<file path="config.mk">
export PLATFORM = sky130hd
export DESIGN_NAME = crtc_cpu_regif
export DESIGN_NICKNAME = d
export VERILOG_FILES = /design/src/rtl/crtc_regif_pkg.sv /design/src/rtl/crtc_regif_decode.sv /design/src/rtl/crtc_regif_file.sv /design/src/rtl/crtc_regif_flag.sv /design/src/rtl/crtc_regif_lpen.sv /design/src/rtl/crtc_cpu_regif.sv
export SDC_FILE = /design/constraint.sdc
export NUM_CORES = 1
export LEC_CHECK = 0
export ABC_AREA = 0
export CAP_MARGIN = 20
export CORE_AREA = 3 3 115 117
export CTS_BUF_LIST = sky130_fd_sc_hd__clkbuf_4 sky130_fd_sc_hd__clkbuf_8
export DETAILED_ROUTE_END_ITERATION = 8
export DIE_AREA = 0 0 118 120
export GPL_TIMING_DRIVEN = 0
export PLACE_DENSITY_LB_ADDON = 0.1
export SLEW_MARGIN = 15
export SYNTH_ARGS = -nofsm -noshare
export SYNTH_HDL_FRONTEND = slang
export SYNTH_SLANG_ARGS = --single-unit
</file>
<file path="constraint.sdc">
create_clock -name clk -period 2.65 [get_ports clk]
set_clock_uncertainty 0.15 [all_clocks]
set_input_delay 0.6625 -clock clk [delete_from_list [all_inputs] [get_ports clk]]
set_output_delay 0.6625 -clock clk [all_outputs]
set_load 0.01 [all_outputs]
</file>
<file path="src/rtl/crtc_regif_pkg.sv">
package crtc_regif_pkg;

   localparam int unsigned DATA_W = 8;

   typedef enum logic [1:0] {
      OP_SEL  = 2'b00,
      OP_WR   = 2'b01,
      OP_STAT = 2'b10,
      OP_RD   = 2'b11
   } bus_op_e;

   // Stored width of each programmable register index.
   function automatic int unsigned reg_width(input int unsigned idx);
      case (idx)
         4, 6, 7, 10: reg_width = 7;
         5, 9, 11:    reg_width = 5;
         12, 14:      reg_width = 6;
         default:     reg_width = 8;
      endcase
   endfunction

endpackage

</file>
<file path="src/rtl/crtc_regif_decode.sv">
module crtc_regif_decode
   import crtc_regif_pkg::*;
(
   input  logic    cs_n,
   input  logic    en,
   input  logic    rw,
   input  logic    rs,
   output logic    act,
   output bus_op_e op
);
   always_comb begin
      act = !cs_n && en;
      op  = bus_op_e'({rw, rs});
   end
endmodule

</file>
<file path="src/rtl/crtc_regif_file.sv">
module crtc_regif_file
   import crtc_regif_pkg::*;
#(
   parameter int unsigned NUM_WR = 16,
   parameter int unsigned IDX_W  = 5,
   parameter int unsigned DW     = DATA_W
) (
   input  logic                       clk,
   input  logic                       rst_n,
   input  logic                       wr_en,
   input  logic [IDX_W-1:0]           wr_idx,
   input  logic [DW-1:0]              wr_data,
   output logic [NUM_WR-1:0][DW-1:0]  regs
);
   for (genvar i = 0; i < NUM_WR; i++) begin : g_reg
      localparam int unsigned W = reg_width(i);
      localparam logic [DW-1:0] MASK = DW'((64'd1 << W) - 64'd1);
      always_ff @(posedge clk or negedge rst_n) begin
         if (!rst_n)
            regs[i] <= '0;
         else if (wr_en && wr_idx == IDX_W'(i))
            regs[i] <= wr_data & MASK;
      end
   end
endmodule

</file>
<file path="src/rtl/crtc_regif_flag.sv">
module crtc_regif_flag (
   input  logic clk,
   input  logic rst_n,
   input  logic set,
   input  logic clr,
   output logic q
);
   // A set in the same cycle as a clear wins.
   always_ff @(posedge clk or negedge rst_n) begin
      if (!rst_n)   q <= 1'b0;
      else if (set) q <= 1'b1;
      else if (clr) q <= 1'b0;
   end
endmodule

</file>
<file path="src/rtl/crtc_regif_lpen.sv">
module crtc_regif_lpen #(
   parameter int unsigned ADDR_W = 14,
   parameter int unsigned DW     = 8
) (
   input  logic              clk,
   input  logic              rst_n,
   input  logic              stb,
   input  logic [ADDR_W-1:0] addr,
   input  logic              rd_clr,
   output logic [DW-1:0]     hi,
   output logic [DW-1:0]     lo,
   output logic              full
);
   localparam int unsigned HI_W = ADDR_W - DW;

   always_ff @(posedge clk or negedge rst_n) begin
      if (!rst_n) begin
         hi <= '0;
         lo <= '0;
      end else if (stb) begin
         hi <= DW'(addr[ADDR_W-1:DW]);
         lo <= addr[DW-1:0];
      end
   end

   crtc_regif_flag u_full (
      .clk  (clk),
      .rst_n(rst_n),
      .set  (stb),
      .clr  (rd_clr),
      .q    (full)
   );

   if (HI_W < 1 || HI_W > DW) begin : g_bad_width
      $error("lpen: ADDR_W must lie between DW+1 and 2*DW");
   end
endmodule

</file>
<file path="src/rtl/crtc_cpu_regif.sv">
module crtc_cpu_regif
   import crtc_regif_pkg::*;
#(
   parameter int unsigned IDX_W   = 5,
   parameter int unsigned NUM_WR  = 16,
   parameter int unsigned RD_LO   = 10,
   parameter int unsigned UPD_IDX = 31,
   parameter int unsigned ADDR_W  = 14
) (
   input  logic                     clk,
   input  logic                     rst_n,
   input  logic                     cs_n,
   input  logic                     en,
   input  logic                     rw,
   input  logic                     rs,
   input  logic [DATA_W-1:0]        wdata,
   output logic [DATA_W-1:0]        rdata,
   input  logic                     update_stb,
   input  logic                     lpen_stb,
   input  logic                     vblank_in,
   input  logic [ADDR_W-1:0]        cur_addr,
   output logic [NUM_WR*DATA_W-1:0] cfg_regs
);
   localparam int unsigned WR_IW  = $clog2(NUM_WR);
   localparam int unsigned LP_HI  = NUM_WR;
   localparam int unsigned LP_LO  = NUM_WR + 1;
   localparam int unsigned N_REGS = NUM_WR + 2;

   if (N_REGS > (1 << IDX_W) || UPD_IDX >= (1 << IDX_W) || UPD_IDX < N_REGS) begin : g_bad_idx
      $error("regif: pointer width too small or update index overlaps registers");
   end
   if (RD_LO >= NUM_WR || (1 << WR_IW) != NUM_WR) begin : g_bad_rd
      $error("regif: NUM_WR must be a power of two above RD_LO");
   end

   logic                      act;
   bus_op_e                   op;
   logic [IDX_W-1:0]          sel_q;
   logic [NUM_WR-1:0][DATA_W-1:0] regs;
   logic [DATA_W-1:0]         lp_hi, lp_lo;
   logic                      lpf_q, upd_q;
   logic                      wr_hit, rd_hit, st_hit;
   logic                      upd_clr, lpf_clr;
   logic [DATA_W-1:0]         rd_val, stat_val;

   crtc_regif_decode u_dec (
      .cs_n(cs_n), .en(en), .rw(rw), .rs(rs), .act(act), .op(op)
   );

   always_comb begin
      wr_hit = act && op == OP_WR;
      rd_hit = act && op == OP_RD;
      st_hit = act && op == OP_STAT;
   end

   // Pointer: only the low IDX_W data bits are kept.
   always_ff @(posedge clk or negedge rst_n) begin
      if (!rst_n)
         sel_q <= '0;
      else if (act && op == OP_SEL)
         sel_q <= wdata[IDX_W-1:0];
   end

   crtc_regif_file #(.NUM_WR(NUM_WR), .IDX_W(IDX_W), .DW(DATA_W)) u_file (
      .clk    (clk),
      .rst_n  (rst_n),
      .wr_en  (wr_hit && sel_q < IDX_W'(NUM_WR)),
      .wr_idx (sel_q),
      .wr_data(wdata),
      .regs   (regs)
   );

   always_comb begin
      lpf_clr = rd_hit && (sel_q == IDX_W'(LP_HI) || sel_q == IDX_W'(LP_LO));
      upd_clr = (wr_hit || rd_hit) && sel_q == IDX_W'(UPD_IDX);
   end

   crtc_regif_lpen #(.ADDR_W(ADDR_W), .DW(DATA_W)) u_lpen (
      .clk   (clk),
      .rst_n (rst_n),
      .stb   (lpen_stb),
      .addr  (cur_addr),
      .rd_clr(lpf_clr),
      .hi    (lp_hi),
      .lo    (lp_lo),
      .full  (lpf_q)
   );

   crtc_regif_flag u_upd (
      .clk  (clk),
      .rst_n(rst_n),
      .set  (update_stb),
      .clr  (upd_clr),
      .q    (upd_q)
   );

   // Read window: cursor/start range, light-pen pair, zero elsewhere.
   always_comb begin
      if (sel_q >= IDX_W'(RD_LO) && sel_q < IDX_W'(NUM_WR))
         rd_val = regs[sel_q[WR_IW-1:0]];
      else if (sel_q == IDX_W'(LP_HI))
         rd_val = lp_hi;
      else if (sel_q == IDX_W'(LP_LO))
         rd_val = lp_lo;
      else
         rd_val = '0;
      stat_val = {upd_q, lpf_q, vblank_in, {(DATA_W-3){1'b0}}};
      if (rd_hit)      rdata = rd_val;
      else if (st_hit) rdata = stat_val;
      else             rdata = '0;
   end

   for (genvar k = 0; k < NUM_WR; k++) begin : g_cfg
      assign cfg_regs[k*DATA_W +: DATA_W] = regs[k];
   end
endmodule

</file>
After elaboration in Yosys (flattened, before gate mapping). Index checks and enable logic that the tools add are counted.

$lt $le $gt $ge: 3. Equal/unequal tests: 21. Multiplexer cells: 11. Reductions and logical operators: 32.

Operator list (count): 8-bit 2-to-1 mux (6); 5-bit by 4-bit equality test with 1-bit output (second input constant) (8); 8-bit binary-select mux with 4-bit select (1); 1-bit logical AND (25); 5-bit by 3-bit equality test with 1-bit output (second input constant) (4); 5-bit equality test (second input constant) (3); 5-bit by 2-bit equality test with 1-bit output (second input constant) (2); 5-bit by 1-bit equality test with 1-bit output (second input constant) (1); 5-bit by 4-bit >= comparator with 1-bit output (second input constant) (1); 5-bit zero test (1); 4-bit by 5-bit less-than comparator with 1-bit output (second input constant) (1); 5-bit less-than comparator (second input constant) (1); 2-bit equality test (second input constant) (2); 1-bit 2-to-1 mux (4); 2-bit nonzero test (2); 2-bit by 1-bit equality test with 1-bit output (second input constant) (1); 2-bit zero test (1); 1-bit logical OR (2); 1-bit zero test (1).

Flip-flop bits (word level): 132. Input bits: 31. Output and inout bits: 136. Logic and storage cells: 88.

Longest topological paths before layout.
Word-level depth: 7. Depth in mapped cells: 6.

Cells and area by module. Synthesis repeated with hierarchy kept, for this count alone.

Cells, all modules: 418. Area, all modules: 5945.7 µm².

By module, submodules not included: crtc_regif_file (times used 1, cells each 276, area each 4421.7 µm²); crtc_cpu_regif (times used 1, cells each 101, area each 884.6 µm²); crtc_regif_lpen (times used 1, cells each 32, area each 538.0 µm²); crtc_regif_flag (times used 2, cells each 3, area each 36.3 µm²); crtc_regif_decode (times used 1, cells each 3, area each 28.8 µm²).

Worst setup path after synthesis. OpenSTA, ideal clock, no wires.

Kind: reg-to-output. From: reg sel_q[1]. To: out rdata[5]. Arrival time: 1.538 ns. Slack: 0.299 ns. Cell stages (with the launch flop): 5. Buffers on the path: 1. Cells stage by stage: dfrtp_1 > buf_2 > nor4b_2 > a21oi_1 > o31ai_1.

Word-level cells in the longest chain between the ends: 5.

RTL lines: start, declared (RTL line crtc_cpu_regif.sv:38) `logic [IDX_W-1:0] sel_q;`; start signal, assigned (RTL line crtc_cpu_regif.sv:61) `sel_q <= wdata[IDX_W-1:0];`; parallel branches: the longest is 3 deep, another holds 8-bit binary-select mux with 4-bit select; 8-bit 2-to-1 mux (*) (RTL line crtc_cpu_regif.sv:99) `if (sel_q >= IDX_W'(RD_LO) && sel_q < IDX_W'(NUM_WR))`; 8-bit 2-to-1 mux (*) (RTL line crtc_cpu_regif.sv:108) `if (rd_hit) rdata = rd_val;`; end, declared (RTL line crtc_cpu_regif.sv:17) `output logic [DATA_W-1:0] rdata,`.

Every way passes the cells marked *. The select of a mux whose other input is x is not followed.

Worst setup path after layout.
From: reg sel_q[0]. To: out rdata[5].

The elaborated chain is that of the path after synthesis.

==> results.toml <==
[setup_path]
crit_buf_inv = 4
worst_path_dominant_cell_family = "buffers and inverters"
crit-reg2reg-launch = "sel_q[0]"
worst-r2r-cell-count = 7
crit_path_max_incr_delay_ps = 420
slowest_stage = "sky130_fd_sc_hd__dfrtp_1"
timing.critical_path.to_type = "primary output"
r2r-end = "u_file.regs[67]"
cells_traversed_along_the_worst_timing_path = "buf_12 -> bufbuf_16 -> buf_4 -> nand2b_4 -> a21oi_4 -> a211oi_2 -> o31ai_2 -> buf_2"
cp_data_arrival_time_ps = 2190
reg2reg_slack_ps = 180
worst-endpoint-required_ps = 1840
critPathMaxFanout = 8
type_of_element_launching_the_critical_path = "register"
timing_worst_setup_path_type = "register to primary output"

[timing]
max-slew-margin-rel = 0.507
timing.final.setup_violations = 8
fmax_ghz = 0.333
layout_worst_path_cycle_share = 1.13
actual_slew_at_the_worst_max_slew_pin_ps = 739
final_hold_viol_count = 0
rsz_0062_raised_after_global_routing = "true"
hold_ws_ps = 35.9
report.final.slew_viol_count = 0
timing.final.ws_setup_ps = -349
finalWorstPathRequiredPeriod_ps = 3000

[clock_network]
cts_buffer_depth = 2
clockRootBuffer = "sky130_fd_sc_hd__clkbuf_8"
ctsHoldBuffers = 0
cts_buffers = 17
clock_tree.htree_level_count = 4
clock_insertion_delay_worst_skew_ps = 450
clk_transition_reported_paths_ps = 70
cts_sinks = 132
tritoncts = "built"

[die]
die-area_sq_mm = 0.0142
core_area_sq_mm = 0.0125
die_height_um = 120
effective_utilization_at_floorplan = 0.472
floorplan.die.width_um = 118
top_level_ports = 167
floorplan.rows = 41

[global_routing]
global_route.overflow_total = 0
number_of_antenna_violations_at_the_first_check_in_global_routing = 0
grt_first_pass_wirelength_um = 25700
first_global_vias = 4500
grt_max_degree = 68
groute.usage.overall = 0.241

[routing]
vias_per_cell = 5.27
firstDrtPassIters = 4
vias = 4157
antenna_violating_nets_post_route = 0
wl_per_cell_um = 20.8
drt_iter0_drc = 218
drc = 0
finalWirelength_um = 16400

[run]
cap_violations = 0

[synthesis]
yosysTopAreaCellShare = 0.561
synthesis.area_per_instance_sq_um = 14.9
asyncSetResetFlopFracSynth = 1.00
synth_enable_flop_cells = 0
number_of_synthesized_register_bits = 132
ys_types = 40
number_of_standard_cells_after_synthesis = 396
yosys.cell_count.top_type = "sky130_fd_sc_hd__mux2_2"
yosysWarningCount = 0
synth_top_cells_by_count = "sky130_fd_sc_hd__mux2_2, sky130_fd_sc_hd__dfrtp_1, sky130_fd_sc_hd__buf_4"
area_of_the_mapped_netlist_sq_mm = 0.00589
netlist.top_cell.by_area = "sky130_fd_sc_hd__dfrtp_1"
netlist_top_cells_area = "sky130_fd_sc_hd__dfrtp_1, sky130_fd_sc_hd__mux2_2, sky130_fd_sc_hd__mux4_2, sky130_fd_sc_hd__buf_4, sky130_fd_sc_hd__buf_2"
dominantRegCellSynth = "sky130_fd_sc_hd__dfrtp_1"
seq_area_frac_synth = 0.561

[status]
outcome = "finished with violations"
failed_checks = "setup timing"

[final_layout]
drive_gt1_frac = 0.467
final.fill_count = 944
fin_cells = 789
antennaDiodeCount = 0
net_total_in_the_final_layout = 635
layout.core_utilization = 0.685
syn_to_final_growth_pct = 45.0

[hold_path]
worst_hold_path_type = "input port to asynchronous set/reset pin"

[placement]
dp.cells = 733
dp.final_hpwl_um = 11100
gpl.final_weighted_congestion = 0.823
portBuffers = 148

[pwr]
netSwitchingFraction = 0.285
finalPower_mw = 5.81
cellLeakagePower_nw = 3.93
cell_internal_pwr_mw = 4.15
clockPowerShare = 0.284
power_per_cell_area_mw_per_mm2 = 681
seq_power_share = 0.418
power.combinational.fraction = 0.298
p_switching_mw = 1.66
peak_supply_drop_mv = 0.446
[registers in the layout, summed over array words and instances (netlist names)]
name,cells
u_upd.q,1
u_lpen.hi,6
u_lpen.lo,8
u_file.regs,111
sel_q,5
u_lpen.u_full.q,1
[what timing repair did]
item,4_1_cts,5_1_grt
gates resized for setup,87,16
cloned,1,0
pin swaps,24,9
endpoints found under the setup margin,8,8
buffers inserted,20,3
[worst register-to-register path: cells and delay by family (launching register included)]
family | cells | cell delay [ps]
AND/OR/NAND/NOR | 3 | 940
buffers and inverters | 3 | 440
flip-flops | 1 | 420
multiplexers | 1 | 410
[how the worst max path moves through the flow]
stage,start,to,slack (ps),cells after the start
after floorplan,sel_q[1],rdata[5],300,4
after global placement,rst_n,u_file.regs[28],-4340,1
after detailed placement,rw,rdata[5],-900,5
after CTS,sel_q[0],rdata[5],-330,8
after global routing,sel_q[0],rdata[5],-400,6
final,sel_q[0],rdata[5],-350,8
[power by group through the flow]
stage	Sequential, mW	Clock (mW)	Combinational [mW]
3_5_place_dp	2.46	0	1.40
4_1_cts	2.43	1.68	1.66
5_1_grt	2.46	1.77	1.83
2_1_floorplan	2.54	0	0.593
6_report	2.43	1.65	1.73
3_3_place_gp	2.45	0	1.38
[area by class of cell]
class	instances	area [sq um]	share of cell area
Buffer	37	293	0.0343
Timing Repair Buffer	173	1710	0.200
Clock inverter	9	75.1	0.00880
Multi-Input combinational cell	243	2620	0.307
Sequential cell	132	3300	0.387
Tap cell	172	215	0.0252
Clock buffer	23	317	0.0371
[layout by cell type (no fill, tap or decap), types with 5 or more instances in the layout]
| cell | count |
|---|---|
| sky130_fd_sc_hd__clkinv_2 | 6 |
| sky130_fd_sc_hd__nand2_1 | 9 |
| sky130_fd_sc_hd__buf_2 | 9 |
| sky130_fd_sc_hd__mux4_2 | 11 |
| sky130_fd_sc_hd__conb_1 | 17 |
| sky130_fd_sc_hd__clkdlybuf4s50_1 | 135 |
| sky130_fd_sc_hd__dfrtp_1 | 131 |
| sky130_fd_sc_hd__nand2_2 | 8 |
| sky130_fd_sc_hd__nor3_2 | 5 |
| sky130_fd_sc_hd__buf_6 | 7 |
| sky130_fd_sc_hd__clkbuf_1 | 10 |
| sky130_fd_sc_hd__mux2_2 | 136 |
| sky130_fd_sc_hd__buf_4 | 37 |
| sky130_fd_sc_hd__clkbuf_8 | 23 |
| sky130_fd_sc_hd__buf_12 | 5 |
[logic make-up (layout without fill, tap and decap cells)]
kind of cell | after synthesis | after routing | share of synthesized area
and+or+nand+nor | 54 | 54 | 0.0689
AOI/OAI and AO/OA | 24 | 24 | 0.0276
muxes | 148 | 148 | 0.304
buffers and inverters | 37 | 242 | 0.0376
DFF | 132 | 132 | 0.561
other | 1 | 17 | 0.000637
[per-stage QoR]
| step | setup slack, ps | setup TNS [ps] | instance area (sq um) |
|---|---|---|---|
| floorplan | 299 | 0 | 5950 |
| global placement | -4340 | -588040 | 7640 |
| detailed placement | -895 | -23010 | 7670 |
| CTS | -325 | -1830 | 8430 |
| global route | -401 | -2440 | 8540 |
| finish | -349 | -1800 | 8540 |
[metal layers]
layer / wire length, um / GRT usage
met5: 0 / 0
met4: 353 / 0.101
met3: 1390 / 0.0844
met2: 8330 / 0.397
met1: 6330 / 0.291
Note: power is estimated with default switching activity, not from simulation.
